$ cat src/rtl/i2c_slv_pkg.sv
package i2c_slv_pkg;
  typedef enum logic [2:0] {
    ST_IDLE,
    ST_ADDR,
    ST_CMD,
    ST_WR,
    ST_RD,
    ST_MACK
  } slv_state_e;

  localparam logic [2:0] DEV_PREFIX = 3'b110;
  localparam logic [6:0] BCAST_ADDR = 7'b1100110;
endpackage

$ cat src/rtl/i2c_line_sync.sv
module i2c_line_sync #(
  parameter int STAGES = 2
) (
  input  logic clk,
  input  logic rst_n,
  input  logic scl_i,
  input  logic sda_i,
  output logic scl_s,
  output logic sda_s,
  output logic scl_rise,
  output logic scl_fall,
  output logic start_det,
  output logic stop_det
);
  logic [STAGES-1:0] scl_ff, sda_ff;
  logic              scl_q, sda_q;

  always_ff @(posedge clk or negedge rst_n) begin
    if (!rst_n) begin
      scl_ff <= '1;
      sda_ff <= '1;
      scl_q  <= 1'b1;
      sda_q  <= 1'b1;
    end else begin
      scl_ff <= {scl_ff[STAGES-2:0], scl_i};
      sda_ff <= {sda_ff[STAGES-2:0], sda_i};
      scl_q  <= scl_ff[STAGES-1];
      sda_q  <= sda_ff[STAGES-1];
    end
  end

  assign scl_s     = scl_ff[STAGES-1];
  assign sda_s     = sda_ff[STAGES-1];
  assign scl_rise  = scl_s & ~scl_q;
  assign scl_fall  = ~scl_s & scl_q;
  // Line conditions: SDA moves while SCL is high on both samples
  assign start_det = scl_s & scl_q & sda_q & ~sda_s;
  assign stop_det  = scl_s & scl_q & ~sda_q & sda_s;
endmodule

$ cat src/rtl/i2c_stuck_wdog.sv
module i2c_stuck_wdog #(
  parameter int LIMIT = 3_300_000
) (
  input  logic clk,
  input  logic rst_n,
  input  logic scl_s,
  input  logic sda_s,
  output logic timeout_o
);
  localparam int CW = $clog2(LIMIT + 1);

  logic [CW-1:0] cnt;
  logic          bus_low;

  assign bus_low = ~(scl_s & sda_s);

  always_ff @(posedge clk or negedge rst_n) begin
    if (!rst_n)                   cnt <= '0;
    else if (!bus_low)            cnt <= '0;
    else if (cnt != CW'(LIMIT))   cnt <= cnt + 1'b1;
  end

  // One pulse per stuck episode: the counter saturates past this value
  assign timeout_o = bus_low && (cnt == CW'(LIMIT - 1));

  // a released bus restarts the window, so no timeout follows it
  p_wdog_quiet_r10: assert property (@(posedge clk) disable iff (!rst_n)
    (scl_s && sda_s) |=> !timeout_o);
endmodule

$ cat src/rtl/i2c_reg_file.sv
module i2c_reg_file #(
  parameter int DEPTH = 68,
  parameter int AW    = 7
) (
  input  logic          clk,
  input  logic          rst_n,
  input  logic          we_i,
  input  logic [AW-1:0] waddr_i,
  input  logic [7:0]    wdata_i,
  input  logic [AW-1:0] raddr_i,
  output logic [7:0]    rdata_o
);
  logic [7:0] mem [DEPTH];

  always_ff @(posedge clk or negedge rst_n) begin
    if (!rst_n) begin
      for (int i = 0; i < DEPTH; i++) mem[i] <= '0;
    end else if (we_i) begin
      mem[waddr_i] <= wdata_i;
    end
  end

  assign rdata_o = mem[raddr_i];

  // the engine's pointer never addresses past the bank
  p_wr_in_range_r5: assert property (@(posedge clk) disable iff (!rst_n)
    we_i |-> (int'(waddr_i) < DEPTH));
endmodule

$ cat src/rtl/i2c_regbank_slave.sv
module i2c_regbank_slave
  import i2c_slv_pkg::*;
#(
  parameter int REG_COUNT   = 68,          // must be at least 64
  parameter int WDOG_LIMIT  = 3_300_000,   // system cycles
  parameter int SYNC_STAGES = 2
) (
  input  logic       clk,
  input  logic       rst_n,
  input  logic [3:0] dev_addr_i,
  input  logic       scl_i,
  input  logic       sda_i,
  output logic       sda_pull_o
);
  localparam int               PTR_W    = $clog2(REG_COUNT);
  localparam logic [PTR_W-1:0] LAST_PTR = PTR_W'(REG_COUNT - 1);

  logic scl_s, sda_s, scl_rise, scl_fall, start_det, stop_det, wd_to;

  i2c_line_sync #(.STAGES(SYNC_STAGES)) u_sync (
    .clk, .rst_n, .scl_i, .sda_i,
    .scl_s, .sda_s, .scl_rise, .scl_fall, .start_det, .stop_det
  );

  i2c_stuck_wdog #(.LIMIT(WDOG_LIMIT)) u_wdog (
    .clk, .rst_n, .scl_s, .sda_s, .timeout_o(wd_to)
  );

  slv_state_e       state;
  logic [3:0]       cnt;
  logic [7:0]       rx_sr, tx_sr;
  logic [PTR_W-1:0] ptr, ptr_nxt, waddr;
  logic [7:0]       wdata, rd_data;
  logic             we, ack_on, pull, mack_ok;
  logic             own_hit, bc_hit;

  i2c_reg_file #(.DEPTH(REG_COUNT), .AW(PTR_W)) u_regs (
    .clk, .rst_n, .we_i(we), .waddr_i(waddr), .wdata_i(wdata),
    .raddr_i(ptr), .rdata_o(rd_data)
  );

  assign ptr_nxt = (ptr == LAST_PTR) ? '0 : ptr + 1'b1;
  assign own_hit = (rx_sr[7:1] == {DEV_PREFIX, dev_addr_i});
  assign bc_hit  = (rx_sr[7:1] == BCAST_ADDR) && !rx_sr[0];

  always_ff @(posedge clk or negedge rst_n) begin
    if (!rst_n) begin
      state   <= ST_IDLE;
      cnt     <= '0;
      rx_sr   <= '0;
      tx_sr   <= '0;
      ptr     <= '0;
      waddr   <= '0;
      wdata   <= '0;
      we      <= 1'b0;
      ack_on  <= 1'b0;
      pull    <= 1'b0;
      mack_ok <= 1'b0;
    end else begin
      we <= 1'b0;
      if (wd_to || stop_det) begin
        state  <= ST_IDLE;
        pull   <= 1'b0;
        ack_on <= 1'b0;
        ptr    <= '0;
      end else if (start_det) begin
        state  <= ST_ADDR;
        cnt    <= '0;
        pull   <= 1'b0;
        ack_on <= 1'b0;
      end else begin
        unique case (state)
          ST_ADDR, ST_CMD, ST_WR: begin
            if (scl_rise && cnt < 4'd8) begin
              rx_sr <= {rx_sr[6:0], sda_s};
              cnt   <= cnt + 4'd1;
            end else if (scl_fall && ack_on) begin
              // end of the acknowledge clock
              ack_on <= 1'b0;
              pull   <= 1'b0;
              cnt    <= '0;
              if (state == ST_ADDR) begin
                if (rx_sr[0]) begin
                  state <= ST_RD;
                  tx_sr <= rd_data;
                  pull  <= ~rd_data[7];
                end else begin
                  state <= ST_CMD;
                end
              end else begin
                state <= ST_WR;
              end
            end else if (scl_fall && cnt == 4'd8) begin
              if (state == ST_ADDR && !(own_hit || bc_hit)) begin
                state <= ST_IDLE;
              end else begin
                ack_on <= 1'b1;
                pull   <= 1'b1;
                if (state == ST_CMD) ptr <= PTR_W'(rx_sr[5:0]);
                if (state == ST_WR) begin
                  we    <= 1'b1;
                  waddr <= ptr;
                  wdata <= rx_sr;
                  ptr   <= ptr_nxt;
                end
              end
            end
          end
          ST_RD: begin
            if (scl_rise && cnt < 4'd8) begin
              cnt <= cnt + 4'd1;
            end else if (scl_fall) begin
              if (cnt == 4'd8) begin
                pull  <= 1'b0;
                ptr   <= ptr_nxt;
                state <= ST_MACK;
              end else begin
                pull <= ~tx_sr[~cnt[2:0]];
              end
            end
          end
          ST_MACK: begin
            if (scl_rise) begin
              mack_ok <= ~sda_s;
            end else if (scl_fall) begin
              if (mack_ok) begin
                tx_sr <= rd_data;
                pull  <= ~rd_data[7];
                cnt   <= '0;
                state <= ST_RD;
              end else begin
                state <= ST_IDLE;
              end
            end
          end
          default: ;
        endcase
      end
    end
  end

  assign sda_pull_o = pull;

  // an idle engine leaves the line alone
  p_idle_quiet_r3: assert property (@(posedge clk) disable iff (!rst_n)
    (state == ST_IDLE) |-> !sda_pull_o);

  // pointer stays inside the bank
  p_ptr_range_r5: assert property (@(posedge clk) disable iff (!rst_n)
    ptr <= LAST_PTR);

  // STOP returns the pointer to zero
  p_stop_clears_r6: assert property (@(posedge clk) disable iff (!rst_n)
    stop_det |=> (ptr == '0));

  // a watchdog expiry releases SDA and idles the engine
  p_wdog_release_r10: assert property (@(posedge clk) disable iff (!rst_n)
    wd_to |=> (!sda_pull_o && state == ST_IDLE));

  // output moves only after SCL has gone low
  p_sda_hold_r11: assert property (@(posedge clk) disable iff (!rst_n)
    (scl_s && $past(scl_s) && !$past(start_det) && !$past(stop_det) && !$past(wd_to))
      |-> $stable(sda_pull_o));
endmodule

$ cat config.mk
export PLATFORM = sky130hd
export DESIGN_NAME = i2c_regbank_slave
export DESIGN_NICKNAME = d
export VERILOG_FILES = /design/src/rtl/i2c_slv_pkg.sv /design/src/rtl/i2c_line_sync.sv /design/src/rtl/i2c_stuck_wdog.sv /design/src/rtl/i2c_reg_file.sv /design/src/rtl/i2c_regbank_slave.sv
export SDC_FILE = /design/constraint.sdc
export NUM_CORES = 1
export LEC_CHECK = 0
export BUFFER_PORTS_ARGS = -buffer_cell sky130_fd_sc_hd__buf_2
export CAP_MARGIN = 15
export CORE_MARGIN = 10
export CORE_UTILIZATION = 25
export DETAILED_ROUTE_END_ITERATION = 7
export SLEW_MARGIN = 30
export SYNTH_ARGS = -nofsm -noshare
export SYNTH_HDL_FRONTEND = slang
export SYNTH_SLANG_ARGS = --single-unit
$ cat constraint.sdc
create_clock -name clk -period 2.45 [get_ports clk]
set_input_delay 0.3675 -clock clk [delete_from_list [all_inputs] [get_ports clk]]
set_output_delay 0.3675 -clock clk [all_outputs]
set_load 0.03 [all_outputs]
## Yosys cells after proc, flatten, opt, wreduce, memory -nomap -nowiden

Cells that the tools add are included.

| word-level totals | value |
|---|---|
| register bits after elaboration | 621 |
| output and inout bits | 1 |
| logic and storage cells | 269 |
| bits of input ports | 8 |

| operators by class | value |
|---|---|
| bitwise operators | 23 |
| $add $sub $neg | 3 |
| reduce and logical (&&, ||, !) cells | 28 |
| order comparisons | 5 |
| equal/unequal tests | 44 |
| multiplexer cells | 82 |

Operators with widths:

| cell | number |
|---|---|
| bitwise mux 544 bit | 1 |
| 2-to-1 mux 7 bit | 12 |
| 2-to-1 mux 8 bit | 10 |
| binary-select mux 8 bit (select 7 bit) | 1 |
| demux 8 bit (select 7 bit) | 1 |
| 2-to-1 mux 22 bit | 2 |
| 2-to-1 mux 3 bit | 14 |
| inequality test 4 bit (second input constant) | 10 |
| inequality test 3 bit (second input constant) | 12 |
| 2-to-1 mux 1 bit | 28 |
| 2-to-1 mux 4 bit | 7 |
| adder 22 x 1 -> 22 bit (second input constant) | 1 |
| == test 22 bit (second input constant) | 1 |
| inequality test 22 bit (second input constant) | 1 |
| AND reduction 10 bit | 2 |
| AND reduction 9 bit | 2 |
| greater-or-equal comparator 8 bit (second input constant) | 2 |
| NOT 7 -> 8 bit | 2 |
| one-hot mux 8 bit (2 select lines) | 1 |
| inequality test 5 bit (second input constant) | 3 |
| == test 7 bit (second input constant) | 2 |
| inequality test 2 bit (second input constant) | 7 |
| one-hot mux 7 bit (2 select lines) | 1 |
| NOT 1 bit | 12 |
| other kinds (28) | 50 |

## Depth between registers and ports, before layout

Gate-level depths: netlist of the first run.

| depth | value |
|---|---|
| depth in word-level cells | 12 |
| depth in mapped cells | 10 |
| gate-level depth less buffers | 8 |

## Cells and area by module

A second synthesis of the first run with hierarchy kept.

| second synthesis, totals | value |
|---|---|
| cells, all modules | 2029 |
| area, all modules | 29428.2 um^2 |

Modules (own cells, without submodules):

| module | instances | cells each | area an instance (um^2) | seq. area each (um^2) |
|---|---|---|---|---|
| i2c_reg_file | 1 | 1621 | 25196.7 | 13613.1 |
| i2c_regbank_slave | 1 | 254 | 2770.2 | 1226.2 |
| i2c_stuck_wdog | 1 | 144 | 1271.2 | 550.5 |
| i2c_line_sync | 1 | 10 | 190.2 | 157.7 |

## Worst setup path after synthesis of the first run

OpenSTA, ideal clock, no wires.

| timing | value |
|---|---|
| kind | register to register |
| from | reg u_wdog.cnt[0] |
| to | reg waddr[0] |
| cell stages (with the launch flop) | 9 |
| period minus slack after synthesis | 2343 ps |
| data arrival time | 2218 ps |
| data required time | 2325 ps |
| setup slack | 107 ps |
| setup time | 125 ps |
| path buffers | 2 |
| path through | dfrtp_1 > ha_1 > nand4_1 > or4_4 > o21ai_2 > or4_1 > buf_6 > buf_6 > mux2_4 |

| between the ends | value |
|---|---|
| longest elaborated chain between the ends | 5 |

Ends and longest elaborated chain:

| item | line | RTL |
|---|---|---|
| start, declared | i2c_stuck_wdog.sv:12 | `logic [CW-1:0] cnt;` |
| start signal, assigned | i2c_stuck_wdog.sv:20 | `else if (cnt != CW'(LIMIT)) cnt <= cnt + 1'b1;` |
| == test 22 bit | i2c_stuck_wdog.sv:24 | `assign timeout_o = bus_low && (cnt == CW'(LIMIT - 1));` |
| logical AND 1 bit | i2c_stuck_wdog.sv:24 |  |
| logical OR 1 bit | i2c_regbank_slave.sv:61 | `if (wd_to \|\| stop_det) begin` |
| NOT 1 bit (no source line) | - |  |
| AND reduction 8 bit (no source line) | - |  |
| end signal, assigned | i2c_regbank_slave.sv:102 | `waddr <= ptr;` |
| end, declared | i2c_regbank_slave.sv:32 | `logic [PTR_W-1:0] ptr, ptr_nxt, waddr;` |

Every way passes these cells.
A chain may end at the register's enable or synchronous reset.

## Worst setup path in the final report of the first run

| timing | value |
|---|---|
| from | reg ptr[0] |
| to | reg tx_sr[1] |

| between the ends | value |
|---|---|
| longest elaborated chain between the ends | 9 |
| elaborated cells on any way between the ends | 12 |

Ends and longest elaborated chain:

| item | line | RTL |
|---|---|---|
| start, declared | i2c_regbank_slave.sv:32 |  |
| start signal, assigned | i2c_regbank_slave.sv:99 | `if (state == ST_CMD) ptr <= PTR_W'(rx_sr[5:0]);` |
| start signal, assigned | i2c_regbank_slave.sv:104 | `ptr <= ptr_nxt;` |
| start signal, assigned | i2c_regbank_slave.sv:115 | `ptr <= ptr_nxt;` |
| NOT 7 -> 8 bit (implied by the code) * | i2c_reg_file.sv:23 | `assign rdata_o = mem[raddr_i];` |
| binary-select mux 8 bit (select 7 bit) * | i2c_reg_file.sv:23 |  |
| 2-to-1 mux 8 bit (implied by the code) * (2 in series) | i2c_reg_file.sv:23 |  |
| 2-to-1 mux 8 bit | i2c_regbank_slave.sv:83 | `if (rx_sr[0]) begin` |
| 2-to-1 mux 8 bit | i2c_regbank_slave.sv:82 | `if (state == ST_ADDR) begin` |
| 2-to-1 mux 8 bit | i2c_regbank_slave.sv:77 | `end else if (scl_fall && ack_on) begin` |
| 2-to-1 mux 8 bit | i2c_regbank_slave.sv:74 | `if (scl_rise && cnt < 4'd8) begin` |
| one-hot mux 8 bit (2 select lines) * | i2c_regbank_slave.sv:72 | `unique case (state)` |
| end signal, assigned | i2c_regbank_slave.sv:85 | `tx_sr <= rd_data;` |
| end signal, assigned | i2c_regbank_slave.sv:127 | `tx_sr <= rd_data;` |
| end, declared | i2c_regbank_slave.sv:31 | `logic [7:0] rx_sr, tx_sr;` |

Every way passes the cells marked *; elsewhere a longest branch is shown, timed or not. The select of a mux whose other input is x is not followed.

==> flow_metrics.env, run 1 <==
export IMPL_outcome="complete, but fails checks"
export IMPL_violations="negative setup slack"
export IMPL_core_area_um2=113900
export IMPL_synth_cells=1960
export IMPL_cts_buffers=72
export IMPL_rsz0062_at_grt="true"
export IMPL_final_common_cell="dfrtp_1"
export IMPL_synth_area_leaders="dfrtp_1, mux2_2, mux4_2"
export IMPL_synth_top_area_cell="dfrtp_1"
export IMPL_yosysSeqAreaShare=0.5437
export IMPL_p_sw_frac=0.2344
export IMPL_synth_edf_count=0
export IMPL_drc=0
export IMPL_gr_usage_all_layers=0.1146
export IMPL_gp_congestion=0.8342
export IMPL_drt_pass1_iterations=5
export IMPL_p_switching_mw=5.456
export IMPL_antenna_found_initial=0
export IMPL_syn_area_per_cell_um2=14.59
export IMPL_clock_sinks=621
export IMPL_die_height_um=358.2
export IMPL_clockPowerShare=0.471
export IMPL_ctsLongestPathBuffers=3
export IMPL_cp_start_kind="flop"
export IMPL_skew_ns=0.02056
export IMPL_fmax_mhz=385.5
export IMPL_path_class="reg -> reg"
export IMPL_clk_latency_ns=0.61
export IMPL_final_cells=3677
export IMPL_cts_tree="built"
export IMPL_io_buffer_count=8
export IMPL_tightest_slew_ns=0.5989
export IMPL_cp_required_ns=2.94
export IMPL_nets=2123
export IMPL_cts_max_level=3
export IMPL_syn_nets=1973
export IMPL_drt_initial_drc_count=1093
export IMPL_period_needed_ns=2.594
export IMPL_peakVddDrop_mv=0.4533
export IMPL_start_util=0.2511
export IMPL_dp_cells=3525
export IMPL_endpoint_kind="flop"
export IMPL_setup_viol=8
export IMPL_p_comb_frac=0.077
export IMPL_grt_max_degree=92
export IMPL_layout_drive_gt1_share=0.5252
export IMPL_dp_hpwl_um=48320
export IMPL_ys_ff_latch=621
export IMPL_power_frac_seq=0.452
export IMPL_wl_per_cell_um=20.00
export IMPL_yosys_warnings=0
export IMPL_final_cell_mix="dfrtp_1, mux2_2, buf_4"
export IMPL_setup_slack_ns=-0.1440
export IMPL_synth_distinct_cells=71
export IMPL_cap_violations=0
export IMPL_power_density_nw_per_um2=668.3
export IMPL_gr_total_overflow=0
export IMPL_die_area_um2=128300
export IMPL_vias=17500
export IMPL_ys_async_sr_fraction=1.000
export IMPL_clockRootBuffer="clkbuf_16"
export IMPL_path_max_fanout=5
export IMPL_fp_dieW_um=358.2
export IMPL_ant_nets=0
export IMPL_syn_area_um2=28600
export IMPL_diodes=0
export IMPL_report_final_slew_viol_count=0
export IMPL_slew_limit_headroom=0.6007
export IMPL_hold_ws_ns=0.2988
export IMPL_clk_pin_slew_ns=0.06
export IMPL_io_pins=9
export IMPL_areaGrowthSynthToFinish_pct=21.78
export IMPL_leakagePower_nw=15.79
export IMPL_yosysTopAreaCellShare=0.5382
export IMPL_fp_row_count=124
export IMPL_routed_wl_um=73540
export IMPL_via_per_inst=4.758
export IMPL_grt_pass1_vias=18250
export IMPL_holdCritPathClass="in -> async"
export IMPL_grt_pass1_wl_um=115800
export IMPL_finalHoldViolCount=0
export IMPL_worstPathArrival_ns=3.09
export IMPL_fin_crit_sh=1.059
export IMPL_p_int_mw=17.82
export IMPL_synth_top_flop_cell="dfrtp_1"
## sequential cells by signal, summed over array words and instances, names as in the netlist
name,cells
mack_ok,1
tx_sr,8
ptr,7
u_sync.scl_ff,2
rx_sr,8
wdata,8
ack_on,1
we,1
waddr,7
sda_pull_o,1
u_sync.sda_q,1
u_wdog.cnt,22
cnt,4
u_regs.mem,544
u_sync.scl_q,1
state,3
u_sync.sda_ff,2
## cell type report
class | instances | area (um^2)
Multi-Input combinational cell | 1186 | 12750
Fill cell | 11370 | 79060
Clock buffer | 105 | 2127
Timing Repair Buffer | 211 | 2133
Inverter | 18 | 67.56
Clock inverter | 24 | 291.5
Sequential cell | 621 | 15560
Tap cell | 1512 | 1892
## synth_stat cells (3+ instances only)
library cell and count:
a211oi_1 3, a21oi_1 49, a22oi_1 56, a31oi_1 3, a32o_1 5, and2_1 6, and3_1 6, and4_1 3
buf_1 7, buf_2 9, buf_4 7, buf_6 7, clkbuf_1 104, dfrtp_1 615, dfstp_2 6, ha_1 5
inv_1 17, mux2_2 573, mux2_4 3, mux2i_1 8, mux4_2 135, nand2_1 74, nand2b_1 9, nand3_1 20
nand3b_1 3, nand4_1 5, nand4b_1 3, nor2_1 74, nor2b_1 15, nor3_1 11, nor4_1 13, o21ai_0 24
o2bb2ai_1 8, or3_1 4, or4_1 3, xnor2_1 4, xor2_1 17
## critical path: stages, from the launching register on
cell and delay (ns):
dfrtp_4 0.46, buf_4 0.20, bufbuf_16 0.28, mux4_2 0.52
a22oi_2 0.16, buf_4 0.15, a21oi_2 0.08, nor4_2 0.27
o2bb2ai_1 0.09, mux2_2 0.26
## kinds of logic (layout without fill, tap and decap cells)
family / Yosys count / count (layout) / synth area share
muxes: 720 / 720 / 0.3367
DFF: 621 / 621 / 0.5437
and+or+nand+nor: 264 / 264 / 0.04559
AOI/OAI and AO/OA: 176 / 176 / 0.04174
buffers and inverters: 153 / 358 / 0.02363
xor gates and xnor gates: 21 / 21 / 0.006432
adders and majority gates: 5 / 5 / 0.002188
## routing by layer
layer,vias up,track usage,part of all wire
li1,7626,-,-
met1,9384,0.1615,0.47
met2,371,0.1806,0.46
met3,116,0.01563,0.041
met4,0,0.03623,0.026
met5,-,0,0
## through the flow
stage	setup TNS [ns]	setup slack, ns	instance area [um^2]	total power [mW]	utilization
floorplan	0	0.1070	28600	11.58	-
global placement	-1.680	-0.2824	31780	12.41	0.2791
detailed placement	-1.754	-0.2697	31780	12.43	0.2791
CTS	-0.9121	-0.1517	34720	23.56	0.3049
global route	-1.418	-0.2293	34820	24.16	0.3058
finish	-0.8107	-0.1440	34820	23.27	0.3058
## power by group through the flow
stage / logic, mW / registers (mW) / clock network [mW]
after detailed placement: 1.72 / 10.7 / 0
final: 1.80 / 10.5 / 11.0
after floorplan: 0.913 / 10.7 / 0
after global routing: 1.98 / 10.5 / 11.6
after global placement: 1.71 / 10.7 / 0
after CTS: 1.81 / 10.5 / 11.2
## path summary, 6_finish.rpt
check	cells past startpoint	startpoint	end	slack, ns
setup / recovery	9	ptr[0]$_DFFE_PN0P_	tx_sr[1]$_DFFE_PN0P_	-0.14
hold / removal	2	rst_n	u_regs.mem[392]$_DFFE_PN0P_	0.30
setup reg to reg	9	ptr[0]$_DFFE_PN0P_	tx_sr[1]$_DFFE_PN0P_	-0.14
hold reg to reg	0	u_sync.scl_ff[0]$_DFF_PN1_	u_sync.scl_ff[1]$_DFF_PN1_	0.36
max in group asynchronous	3	rst_n	u_regs.mem[540]$_DFFE_PN0P_	1.28
min in group clk	0	u_sync.scl_ff[0]$_DFF_PN1_	u_sync.scl_ff[1]$_DFF_PN1_	0.36
## timing repair
action / in CTS / in global routing
endpoints found under the setup margin: 9 / 19
gates resized for setup: 69 / 21
cloned: 2 / 0
hold buffers: 3 / 0
hold endpoints to repair: 29 / 0
setup buffers: 15 / 6
pin swaps: 26 / 17
Note: power is estimated with default switching activity, not from simulation.
==> run 2: changes to the inputs <==
- SETUP_SLACK_MARGIN: unset -> 0.1
==> flow_metrics.env, run 2 (synthesis gave the netlist of run 1 again) <==
export IMPL_peakVddDrop_mv=0.4540
export IMPL_place_area_um2=31780
export IMPL_cp_required_ns=2.94
export IMPL_layout_drive_gt1_share=0.5271
export IMPL_hold_ws_ns=0.2998
export IMPL_cap_violations=0
export IMPL_die_height_um=358.2
export IMPL_cts_max_level=3
export IMPL_p_total_mw=23.32
export IMPL_start_util=0.2511
export IMPL_nets=2132
export IMPL_setup_viol=8
export IMPL_core_area_um2=113900
export IMPL_finalHoldViolCount=0
export IMPL_slew_limit_headroom=0.5904
export IMPL_drt_initial_drc_count=1114
export IMPL_pre_cts_ws_ns=-0.2697
export IMPL_path_max_fanout=8
export IMPL_regMostFlops="u_regs.mem"
export IMPL_grt_pass1_wl_um=115400
export IMPL_antenna_found_initial=0
export IMPL_worstPathArrival_ns=3.11
export IMPL_finalSetupTns_ns=-0.8759
export IMPL_leakagePower_nw=15.86
export IMPL_clockRootBuffer="clkbuf_16"
export IMPL_cts_tree="built"
export IMPL_power_density_nw_per_um2=667.2
export IMPL_cpPeakStageDelay_ns=0.52
export IMPL_crit_path_cell_trace="buf_12 > buf_12 > buf_6 > mux4_2 > a22oi_2 > a21oi_4 > nor4_2 > o2bb2ai_1 > mux2_4"
export IMPL_clk_latency_ns=0.61
export IMPL_routed_wl_um=73750
export IMPL_fill_cells=11360
export IMPL_final_cells=3686
export IMPL_clock_sinks=621
export IMPL_cts_buffers=72
export IMPL_vias=17430
export IMPL_gr_usage_all_layers=0.1142
export IMPL_dp_cells=3525
export IMPL_fp_dieW_um=358.2
export IMPL_cp_start_kind="flop"
export IMPL_tightest_slew_ns=0.6129
export IMPL_postLayoutCoreUtil=0.3069
export IMPL_grt_max_degree=92
export IMPL_via_per_inst=4.729
export IMPL_fin_crit_sh=1.073
export IMPL_largest_reg_flops=544
export IMPL_path_class="reg -> reg"
export IMPL_stdcell_area_um2=34950
export IMPL_fmax_mhz=380.6
export IMPL_endpoint_kind="flop"
export IMPL_final_common_cell="dfrtp_1"
export IMPL_skew_ns=0.01992
export IMPL_die_area_um2=128300
export IMPL_gp_congestion=0.8342
export IMPL_drc=0
export IMPL_fp_row_count=124
export IMPL_io_buffer_count=8
export IMPL_outcome="complete, but fails checks"
export IMPL_crit_slowest_cell="dfrtp_4"
export IMPL_reg_top3="u_regs.mem: 544 flops, u_wdog.cnt: 22 flops"
export IMPL_period_needed_ns=2.628
export IMPL_ant_nets=0
export IMPL_violations="negative setup slack"
export IMPL_report_final_slew_viol_count=0
export IMPL_gr_total_overflow=0
export IMPL_path_buf_inv=3
export IMPL_dp_hpwl_um=48320
export IMPL_ctsLongestPathBuffers=3
export IMPL_drt_pass1_iterations=4
export IMPL_areaGrowthSynthToFinish_pct=22.21
export IMPL_crit_top_cell="buf_12"
export IMPL_holdCritPathClass="in -> async"
export IMPL_rsz0062_at_grt="true"
export IMPL_io_pins=9
export IMPL_diodes=0
export IMPL_clk_pin_slew_ns=0.06
export IMPL_grt_pass1_vias=18250
export IMPL_setup_slack_ns=-0.1777
export IMPL_wl_per_cell_um=20.01
export IMPL_critical_path_top_delay_family="multiplexers"
export IMPL_final_cell_mix="dfrtp_1, mux2_2, buf_4"
run 2: path summary, 6_finish.rpt:
check / slack (ns) / cells past startpoint / startpoint / endpoint
min reg2reg: 0.36 / 0 / u_sync.scl_ff[0]$_DFF_PN1_ / u_sync.scl_ff[1]$_DFF_PN1_
max in group asynchronous: 1.30 / 4 / rst_n / u_regs.mem[506]$_DFFE_PN0P_
max reg2reg: -0.18 / 9 / ptr[0]$_DFFE_PN0P_ / tx_sr[0]$_DFFE_PN0P_
max: -0.18 / 9 / ptr[0]$_DFFE_PN0P_ / tx_sr[0]$_DFFE_PN0P_
min: 0.30 / 2 / rst_n / u_regs.mem[392]$_DFFE_PN0P_
min in group clk: 0.36 / 0 / u_sync.scl_ff[0]$_DFF_PN1_ / u_sync.scl_ff[1]$_DFF_PN1_
run 2: layout make-up:
cell class | count | area, um^2 | area share
flip-flops and latches | 621 | 15560 | 0.4454
inverters | 18 | 67.56 | 0.001933
multi-input cells | 1186 | 12760 | 0.3650
clock inverters | 24 | 291.5 | 0.008342
well taps | 1512 | 1892 | 0.05414
repair buffers | 220 | 2247 | 0.06430
clock buffers | 105 | 2127 | 0.06087
run 2: timing repair:
item,in CTS,in global routing
endpoints found under the hold margin,29,0
pin swaps,13,28
hold buffers,3,0
cloned,1,3
resized for setup,48,42
setup buffers,10,15
endpoints found under the setup margin,9,33
run 2: per-layer routing:
layer | wire length [um] | GRT usage
met4 | 2098 | 0.03491
met5 | 0 | 0
met1 | 34790 | 0.1605
met2 | 34260 | 0.1807
met3 | 2604 | 0.01614
run 2: power by group:
group	switching, mW	internal [mW]	total (mW)
logic	1.03	0.820	1.85
clock network	4.29	6.66	10.9
registers	0.149	10.4	10.5
total	5.47	17.8	23.3
==> run 3: changes to the inputs <==
- SLEW_MARGIN: 30 -> 20
- SYNTH_HIERARCHICAL: unset -> 1
==> flow_metrics.env, run 3 <==
export IMPL_yosys_warnings=6
export IMPL_syn_area_um2=29430
export IMPL_clockRootBuffer="clkbuf_16"
export IMPL_period_needed_ns=2.685
export IMPL_die_height_um=363.1
export IMPL_holdCritPathClass="in -> async"
export IMPL_drc=0
export IMPL_slew_limit_headroom=0.4404
export IMPL_seq_area_um2=15570
export IMPL_endpoint="tx_sr[7]$_DFFE_PN0P_"
export IMPL_drt_pass1_iterations=5
export IMPL_clk_latency_ns=0.63
export IMPL_synth_distinct_cells=85
export IMPL_endpoint_kind="flop"
export IMPL_finalHoldViolCount=0
export IMPL_syn_area_per_cell_um2=14.50
export IMPL_multiInputGateArea_um2=13260
export IMPL_place_area_um2=32600
export IMPL_fin_crit_sh=1.096
export IMPL_ys_async_sr_fraction=1.000
export IMPL_grt_pass1_wl_um=117300
export IMPL_setup_slack_ns=-0.2351
export IMPL_cts_tree="built"
export IMPL_final_cell_mix="dfrtp_1, mux2_2, buf_4"
export IMPL_r2r_end="tx_sr[7]$_DFFE_PN0P_"
export IMPL_gr_total_overflow=0
export IMPL_grt_max_degree=82
export IMPL_via_per_inst=4.723
export IMPL_die_area_um2=131800
export IMPL_wl_per_cell_um=19.86
export IMPL_largest_reg_flops=544
export IMPL_ys_top_cells_by_count="dfrtp_1, mux2_2, mux4_2"
export IMPL_ys_ff_latch=621
export IMPL_clk_pin_slew_ns=0.06
export IMPL_fmax_mhz=372.4
export IMPL_reg_top3="u_regs/mem: 544 flops, u_wdog/cnt: 22 flops"
export IMPL_regToRegSetupSlack_ns=-0.24
export IMPL_ctsLongestPathBuffers=3
export IMPL_ant_nets=0
export IMPL_drt_initial_drc_count=1131
export IMPL_stdcell_area_um2=35290
export IMPL_peakVddDrop_mv=0.4386
export IMPL_routed_wl_um=74880
export IMPL_rr_worst_depth=8
export IMPL_dp_cells=3627
export IMPL_cts_buffers=72
export IMPL_final_cells=3770
export IMPL_layout_drive_gt1_share=0.5029
export IMPL_cp_start_kind="flop"
export IMPL_setup_viol=35
export IMPL_io_pins=9
export IMPL_r2r_start="u_wdog/cnt[15]$_DFFE_PN0P_"
export IMPL_gr_usage_all_layers=0.1130
export IMPL_synth_top_flop_cell="dfrtp_1"
export IMPL_syn_nets=2042
export IMPL_regMostFlops="u_regs/mem"
export IMPL_synth_top_area_cell="dfrtp_1"
export IMPL_gp_congestion=0.8145
export IMPL_power_density_nw_per_um2=694.8
export IMPL_vias=17810
export IMPL_violations="negative setup slack"
export IMPL_cp_startpoint="u_wdog/cnt[15]$_DFFE_PN0P_"
export IMPL_path_max_fanout=8
export IMPL_yosysMostFrequentCell="dfrtp_1"
export IMPL_yosysTopAreaCellShare=0.5230
export IMPL_finalSetupTns_ns=-4.452
export IMPL_leakagePower_nw=16.11
export IMPL_grt_pass1_vias=18760
export IMPL_io_buffer_count=8
export IMPL_yosysSeqAreaShare=0.5283
export IMPL_dp_hpwl_um=49490
export IMPL_cp_required_ns=2.96
export IMPL_skew_ns=0.02949
export IMPL_antenna_found_initial=0
export IMPL_report_final_slew_viol_count=0
export IMPL_tightest_slew_ns=0.8394
export IMPL_final_common_cell="dfrtp_1"
export IMPL_path_class="reg -> reg"
export IMPL_fp_dieW_um=363.1
export IMPL_worstPathArrival_ns=3.20
export IMPL_clock_sinks=621
export IMPL_synth_edf_count=0
export IMPL_cts_max_level=3
export IMPL_synth_area_leaders="dfrtp_1, mux2_2, mux4_2"
export IMPL_synth_cells=2029
export IMPL_rsz0062_at_grt="true"
export IMPL_fill_cells=11590
export IMPL_hold_ws_ns=0.3024
export IMPL_core_area_um2=116500
export IMPL_pre_cts_ws_ns=-0.3123
export IMPL_cap_violations=0
export IMPL_outcome="complete, but fails checks"
export IMPL_fp_row_count=125
export IMPL_areaGrowthSynthToFinish_pct=19.91
export IMPL_nets=2205
export IMPL_start_util=0.2526
[run 3: per-stage QoR]
step | util | power (mW)
after global routing | 0.3028 | 25.47
after floorplan | - | 12.52
after global placement | 0.2798 | 13.66
after detailed placement | 0.2798 | 13.67
after CTS | 0.3023 | 24.78
final | 0.3029 | 24.52
[run 3: cell type report]
type                    count  area share
diodes                      1  0.00007091
clock buffers              98     0.05755
clock inverters            29     0.01035
inverters                  13    0.001383
multi-input cells        1259      0.3759
flip-flops and latches    621      0.4412
well taps                1524     0.05403
repair buffers            225     0.05957
[run 3: repair_timing]
item	in CTS	in global routing
buffers inserted	12	1
pin swaps	8	6
cloned	1	0
gates resized for setup	11	14
endpoints found under the hold margin	32	0
hold buffers	3	0
setup endpoints to repair	41	43
[run 3: worst min path at each step]
stage,depth (start not counted),to,from
after floorplan,0,ack_on$_DFFE_PN0P_,rst_n
after global routing,2,wdata[5]$_DFFE_PN0P_,rst_n
after detailed placement,0,u_sync/sda_ff[1]$_DFF_PN1_,u_sync/sda_ff[0]$_DFF_PN1_
after CTS,2,u_regs/mem[427]$_DFFE_PN0P_,rst_n
final,2,wdata[5]$_DFFE_PN0P_,rst_n
after global placement,0,u_sync/sda_ff[1]$_DFF_PN1_,u_sync/sda_ff[0]$_DFF_PN1_
[run 3: cells by family (layout without fill, tap and decap cells)]
family          after synthesis  count (layout)  synth area share
compound gates              130             130           0.03180
fa+ha+maj                     5               5          0.002126
xor+xnor                     14              14          0.004167
mux                         766             766            0.3428
other cells                   0               1                 0
simple gates                344             344           0.06395
buf+inv                     149             365           0.02687
flops                       621             621            0.5283
[run 3: metal layers]
layer	track usage	routed length (um)	vias to the layer above
li1	-	-	7906
met1	0.1570	34840	9446
met2	0.1787	34780	339
met3	0.01951	3227	116
met4	0.03381	2025	0
met5	0	0	-
[run 3: where the power goes]
group          leakage (nW)  switching [mW]  total, mW  internal, mW
Sequential             8.62           0.218       10.7          10.4
Combinational          6.30            1.65       2.97          1.33
Clock                  1.19            4.41       10.9          6.48
[run 3: worst max-delay path, stage by stage, from the launching register on]
cell and delay [ns]:
dfrtp_1 0.37, or4b_1 0.53, or4_4 0.53, nor4_4 0.23, or2_4 0.20, nor2_4 0.03
nand4_1 0.19, buf_12 0.17, mux2_2 0.33
